==> config.mk <==
export PLATFORM = sky130hd
export DESIGN_NAME = secded_ram
export DESIGN_NICKNAME = d
export VERILOG_FILES = /design/src/rtl/secded_pkg.sv /design/src/rtl/secded_enc.sv /design/src/rtl/secded_dec.sv /design/src/rtl/secded_store.sv /design/src/rtl/secded_ram.sv
export SDC_FILE = /design/constraint.sdc
export NUM_CORES = 2
export LEC_CHECK = 0
export ABC_AREA = 0
export BUFFER_PORTS_ARGS = -buffer_cell sky130_fd_sc_hd__buf_2
export CAP_MARGIN = 20
export CORE_ASPECT_RATIO = 0.8
export CORE_MARGIN = 4
export CORE_UTILIZATION = 45
export DETAILED_ROUTE_END_ITERATION = 8
export PLACE_DENSITY = 0.68
export SYNTH_ARGS = -nofsm -noshare
export SYNTH_HDL_FRONTEND = slang
export SYNTH_MEMORY_MAX_BITS = 65536
export SYNTH_SLANG_ARGS = --single-unit
==> constraint.sdc <==
create_clock -name clk -period 11.3 [get_ports clk]
set_input_delay 1.695 -clock clk [delete_from_list [all_inputs] [get_ports clk]]
set_output_delay 1.695 -clock clk [all_outputs]
set_load 0.01 [all_outputs]
==> src/rtl/secded_pkg.sv <==
package secded_pkg;

    localparam int LANE_W = 64;
    localparam int CW_W   = 72;
    localparam int SYN_W  = 7;

    typedef logic [CW_W-1:0] cw_t;

    typedef struct packed {
        logic [LANE_W-1:0] data;
        logic              single;
        logic              dbl;
    } lane_res_t;

    function automatic logic is_pow2(input int p);
        return (p & (p - 1)) == 0;
    endfunction

    // Codeword layout: bit 0 = overall parity, bits 1..71 = Hamming positions.
    function automatic cw_t encode(input logic [LANE_W-1:0] d);
        cw_t cw;
        int  k;
        cw = '0;
        k  = 0;
        for (int p = 1; p < CW_W; p++) begin
            if (!is_pow2(p)) begin
                cw[p[6:0]] = d[k[5:0]];
                k++;
            end
        end
        for (int j = 0; j < SYN_W; j++) begin
            logic x;
            x = 1'b0;
            for (int p = 1; p < CW_W; p++) begin
                if (p[j] && !is_pow2(p)) x ^= cw[p[6:0]];
            end
            cw[7'(1 << j)] = x;
        end
        cw[0] = ^cw[CW_W-1:1];
        return cw;
    endfunction

    function automatic lane_res_t decode(input cw_t cw);
        logic [SYN_W-1:0] syn;
        logic             ov;
        cw_t              fx;
        lane_res_t        r;
        int               k;
        syn = '0;
        for (int p = 1; p < CW_W; p++) begin
            if (cw[p[6:0]]) syn ^= p[6:0];
        end
        ov       = ^cw;
        fx       = cw;
        r.single = 1'b0;
        r.dbl    = 1'b0;
        if (ov) begin
            if (syn < 7'd72) begin
                fx[syn]  = ~fx[syn];
                r.single = 1'b1;
            end else begin
                r.dbl = 1'b1;
            end
        end else if (syn != '0) begin
            r.dbl = 1'b1;
        end
        r.data = '0;
        k      = 0;
        for (int p = 1; p < CW_W; p++) begin
            if (!is_pow2(p)) begin
                r.data[k[5:0]] = fx[p[6:0]];
                k++;
            end
        end
        return r;
    endfunction

endpackage

==> src/rtl/secded_enc.sv <==
module secded_enc
    import secded_pkg::*;
#(
    parameter int LANES = 2
) (
    input  logic [LANES*LANE_W-1:0] data,
    input  logic                    inj_single,
    input  logic                    inj_double,
    output logic [LANES*CW_W-1:0]   cw
);
    // Data bit 0 sits at position 3, data bit 1 at position 5.
    localparam logic [CW_W-1:0] MASK_ONE = CW_W'(1) << 3;
    localparam logic [CW_W-1:0] MASK_TWO = (CW_W'(1) << 3) | (CW_W'(1) << 5);

    for (genvar g = 0; g < LANES; g++) begin : g_lane
        cw_t clean;
        always_comb clean = encode(data[g*LANE_W +: LANE_W]);
        if (g == 0) begin : g_inj
            always_comb begin
                if (inj_double)      cw[g*CW_W +: CW_W] = clean ^ MASK_TWO;
                else if (inj_single) cw[g*CW_W +: CW_W] = clean ^ MASK_ONE;
                else                 cw[g*CW_W +: CW_W] = clean;
            end
        end else begin : g_plain
            assign cw[g*CW_W +: CW_W] = clean;
        end
    end
endmodule

==> src/rtl/secded_dec.sv <==
module secded_dec
    import secded_pkg::*;
#(
    parameter int LANES = 2
) (
    input  logic [LANES*CW_W-1:0]   cw,
    output logic [LANES*LANE_W-1:0] data,
    output logic                    any_single,
    output logic                    any_double
);
    logic [LANES-1:0] sgl;
    logic [LANES-1:0] dbl;

    for (genvar g = 0; g < LANES; g++) begin : g_lane
        lane_res_t res;
        always_comb res = decode(cw[g*CW_W +: CW_W]);
        assign data[g*LANE_W +: LANE_W] = res.data;
        assign sgl[g] = res.single;
        assign dbl[g] = res.dbl;
    end

    assign any_single = |sgl;
    assign any_double = |dbl;
endmodule

==> src/rtl/secded_store.sv <==
module secded_store #(
    parameter int WIDTH  = 144,
    parameter int DEPTH  = 32,
    parameter int ADDR_W = 5
) (
    input  logic              clk,
    input  logic              we,
    input  logic [ADDR_W-1:0] waddr,
    input  logic [WIDTH-1:0]  wdata,
    input  logic              re,
    input  logic [ADDR_W-1:0] raddr,
    output logic [WIDTH-1:0]  rdata
);
    logic [WIDTH-1:0] mem [DEPTH];

    always_ff @(posedge clk) begin
        if (we) mem[waddr] <= wdata;
        if (re) rdata <= mem[raddr];
    end
endmodule

==> src/rtl/secded_ram.sv <==
module secded_ram
    import secded_pkg::*;
#(
    parameter int DATA_W = 128,
    parameter int DEPTH  = 32,
    localparam int ADDR_W = $clog2(DEPTH)
) (
    input  logic              clk,
    input  logic              rst,
    input  logic              wr_en,
    input  logic [ADDR_W-1:0] wr_addr,
    input  logic [DATA_W-1:0] wr_data,
    input  logic              inj_single,
    input  logic              inj_double,
    input  logic              rd_en,
    input  logic [ADDR_W-1:0] rd_addr,
    output logic [DATA_W-1:0] rd_data,
    output logic              rd_valid,
    output logic              err_single,
    output logic              err_double
);
    localparam int LANES   = DATA_W / LANE_W;
    localparam int STORE_W = LANES * CW_W;

    if (DATA_W % LANE_W != 0 || DATA_W == 0) begin : g_bad_width
        $error("DATA_W must be a nonzero multiple of 64");
    end

    typedef struct packed {
        logic              s1_valid;
        logic              out_valid;
        logic [DATA_W-1:0] out_data;
        logic              out_single;
        logic              out_double;
    } state_t;

    state_t st_d, st_q;

    logic [STORE_W-1:0] wr_cw;
    logic [STORE_W-1:0] rd_cw;
    logic [DATA_W-1:0]  dec_data;
    logic               dec_single;
    logic               dec_double;

    secded_enc #(.LANES(LANES)) u_enc (
        .data       (wr_data),
        .inj_single (inj_single),
        .inj_double (inj_double),
        .cw         (wr_cw)
    );

    secded_store #(.WIDTH(STORE_W), .DEPTH(DEPTH), .ADDR_W(ADDR_W)) u_store (
        .clk   (clk),
        .we    (wr_en),
        .waddr (wr_addr),
        .wdata (wr_cw),
        .re    (rd_en),
        .raddr (rd_addr),
        .rdata (rd_cw)
    );

    secded_dec #(.LANES(LANES)) u_dec (
        .cw         (rd_cw),
        .data       (dec_data),
        .any_single (dec_single),
        .any_double (dec_double)
    );

    always_comb begin
        st_d           = st_q;
        st_d.s1_valid  = rd_en;
        st_d.out_valid = st_q.s1_valid;
        if (st_q.s1_valid) begin
            st_d.out_data   = dec_data;
            st_d.out_single = dec_single;
            st_d.out_double = dec_double;
        end else begin
            st_d.out_single = 1'b0;
            st_d.out_double = 1'b0;
        end
    end

    always_ff @(posedge clk) begin
        if (rst) st_q <= '0;
        else     st_q <= st_d;
    end

    assign rd_data    = st_q.out_data;
    assign rd_valid   = st_q.out_valid;
    assign err_single = st_q.out_single;
    assign err_double = st_q.out_double;
endmodule

==> reports/metrics.yaml <==
ctsResizeCount: 0
cap_violations: 0
gp_congestion: 0.887
drive_gt1_share_pct: 29.7
period_minus_slack_ns: 5.84
yosys.area.top_type: "edfxtp_1"
wirelength_mm: 511
fin_setup_tns_ns: 0
io_buffer_count: 274
syn_avg_cell_area_um2: 22.9
cts_htree_levels: 5
start_util_pct: 45.3
cts_setup_buffers: 0
dpl.hpwl_mm: 271
syn_area_um2: 189000
dieArea_um2: 431000
final-hold-violation-count: 0
viasPerCell: 6.28
finalPower_mw: 46.1
root_buffer: "clkbuf_16"
cp_slowest_cell: "nand2_1"
synth.area.top_cells: "edfxtp_1, mux4_2, xnor2_1"
fin_area_um2: 212000
required_ns: 12.13
powerDensity_nw_per_um2: 217
drt-wirelength-per-cell_um: 34.7
max-vdd-ir-drop_mv: 0.503
maxSlewHeadroom_pct: 8.14
seq_area_frac_synth_pct: 75.8
postRouteAntennaNets: 0
synth_nets: 8420
end_kind: "flop"
syn_inst: 8276
cp.arrival_ns: 6.67
grt_pass1_wl_mm: 716
synth-edff-count: 4686
holdCritPathClass: "flop to flop"
overflow: 0
grt_max_degree: 161
die_w_um: 733
first_iter_violations: 13200
setup.worst_path.start_class: "flop"
synth_common_cells: "edfxtp_1, mux4_2, xnor2_1"
cts_hold_buf: 0
cp_num_buf_inv: 1
grt_pass1_vias: 91200
core_area_um2: 418000
yosysMostFrequentCell: "edfxtp_1"
final_nets: 8909
cts_tree: "done"
crit_type: "flop to flop"
grt_util_all_layers_pct: 23.3
final_util_pct: 50.7
clock_skew_ns: 0.0576
dpl_cell_area_um2: 198000
io_pins: 275
ys_ff_latch: 4818
cpLargestDelayFamily: "simple AND/OR/NAND/NOR gates"
synth_warnings: 0
clock-sinks: 4818
worstPathCellList: "xnor2_1 > xnor2_1 > xnor2_1 > xnor3_1 > nand2b_1 > o21ai_1 > nand2_1 > nor2_1 > o311ai_1 > a32oi_4 > buf_4 > nor3_1 > nor3_1"
rsz0062_at_grt: "no"
route.vias.total: 92600
cts_buffer_depth: 4
synth.distinct_cells: 66
rows: 212
outcome: "finished clean"
async_flop_share_pct: 0
fin_crit_sh_pct: 51.7
antenna_found_initial: 74
firstDrtPassIters: 7
setup_viol: 0
area_growth_pct: 12.1
cts_buffers: 436
yosys.area.top_type_share_pct: 74.4
max_freq_mhz: 171
worst_pin_slew_ns: 1.38
slowest_delay_ns: 0.86
die_y_um: 588
clock_latency_ns: 0.96
whs_ns: 0.457
drc_errors: 0
drv_slew: 0
num-fill-cells: 32100
crit_fanout: 57
cpMostUsedCell: "xnor2_1"
clkTransAtPathRegs_ns: 0.06
cellLeakagePower_nw: 65.4
ys.flop_type: "edfxtp_1"
## stage by stage
step	setup slack (ns)	std cells
2_1_floorplan	2.40	8276
3_3_place_gp	5.18	13900
3_5_place_dp	5.05	13900
4_1_cts	5.75	14700
5_1_grt	5.28	14700
6_report	5.46	14700
## power by group
group	leakage, nW	internal, mW	switching, mW	total, mW
Sequential	43.4	21.5	0.276	21.7
Combinational	15.4	3.24	6.79	10.0
Clock	6.60	7.89	6.41	14.3
Total	65.4	32.6	13.5	46.1
## cell usage in the layout (no fill, tap or decap), drive strengths merged, types with 13 or more instances in the layout
cell / Yosys / routed
a211oi: 23 / 23
a21oi: 46 / 46
a311oi: 26 / 26
and2: 18 / 18
buf: 125 / 475
bufinv: 0 / 30
clkbuf: 299 / 558
clkinv: 0 / 183
clkinvlp: 0 / 13
dfxtp: 132 / 132
diode: 0 / 47
edfxtp: 4686 / 4686
inv: 6 / 16
mux2: 152 / 152
mux2i: 70 / 70
mux4: 1420 / 1420
nand2: 105 / 105
nand2b: 20 / 20
nand4: 16 / 16
nor2: 128 / 128
nor2b: 60 / 60
nor3: 136 / 136
o21ai: 168 / 168
xnor2: 424 / 424
xnor3: 24 / 24
xor2: 80 / 80
## logic make-up (layout without fill, tap and decap cells)
group	after synthesis	in the layout	share of synthesized area, %
flip-flops	4818	4818	75.8
multiplexers	1642	1642	18.2
XOR/XNOR	535	535	2.71
AND/OR/NAND/NOR	520	520	1.33
buffers and inverters	430	1275	0.893
AO/OA/AOI/OAI	331	331	1.12
other	0	47	0
## final timing paths
| check | cells after the start | slack [ns] | from | end |
|---|---|---|---|---|
| setup / recovery | 13 | 5.46 | u_store.rdata[3] | rd_data[5] |
| hold / removal | 2 | 0.46 | rd_data[76] | rd_data[76] |
| setup reg to reg | 13 | 5.46 | u_store.rdata[3] | rd_data[5] |
| hold reg to reg | 2 | 0.46 | rd_data[76] | rd_data[76] |
## metal layers
| layer | routed length [um] | global-route usage [%] | up-vias |
|---|---|---|---|
| met2 | 246000 | 37.2 | 5597 |
| met1 | 194000 | 32.6 | 50100 |
| met4 | 20400 | 8.38 | 28 |
| met5 | 183 | 0 | - |
| li1 | - | - | 36000 |
| met3 | 50500 | 4.23 | 896 |
## worst reg2reg max path: stages, from the launching register on
cell      delay (ns)
edfxtp_1        0.60
xnor2_1         0.35
xnor2_1         0.14
xnor2_1         0.30
xnor3_1         0.63
nand2b_1        0.25
o21ai_1         0.82
nand2_1         0.86
nor2_1          0.31
o311ai_1        0.23
a32oi_4         0.25
buf_4           0.57
nor3_1          0.15
nor3_1          0.26
## state kept, by name (all words and copies together), names as in the netlist
signal / cells
u_store.mem: 4544
u_store.rdata: 142
rd_data: 128
err_double: 1
err_single: 1
rd_valid: 1
st_d: 1
## cell type report
cell class                 count  area (um^2)  share of cell area, %
antenna                       47          118                 0.0555
clock buffer                 558        11500                   5.44
clock inverter               236         2010                  0.950
inverter                       6         22.5                 0.0106
multi-input combinational   3028        44500                   21.0
sequential                  4818       143000                   67.6
tap                         5564         6960                   3.28
timing repair buffer         475         3470                   1.64
Power figures use the tool's default switching activity.
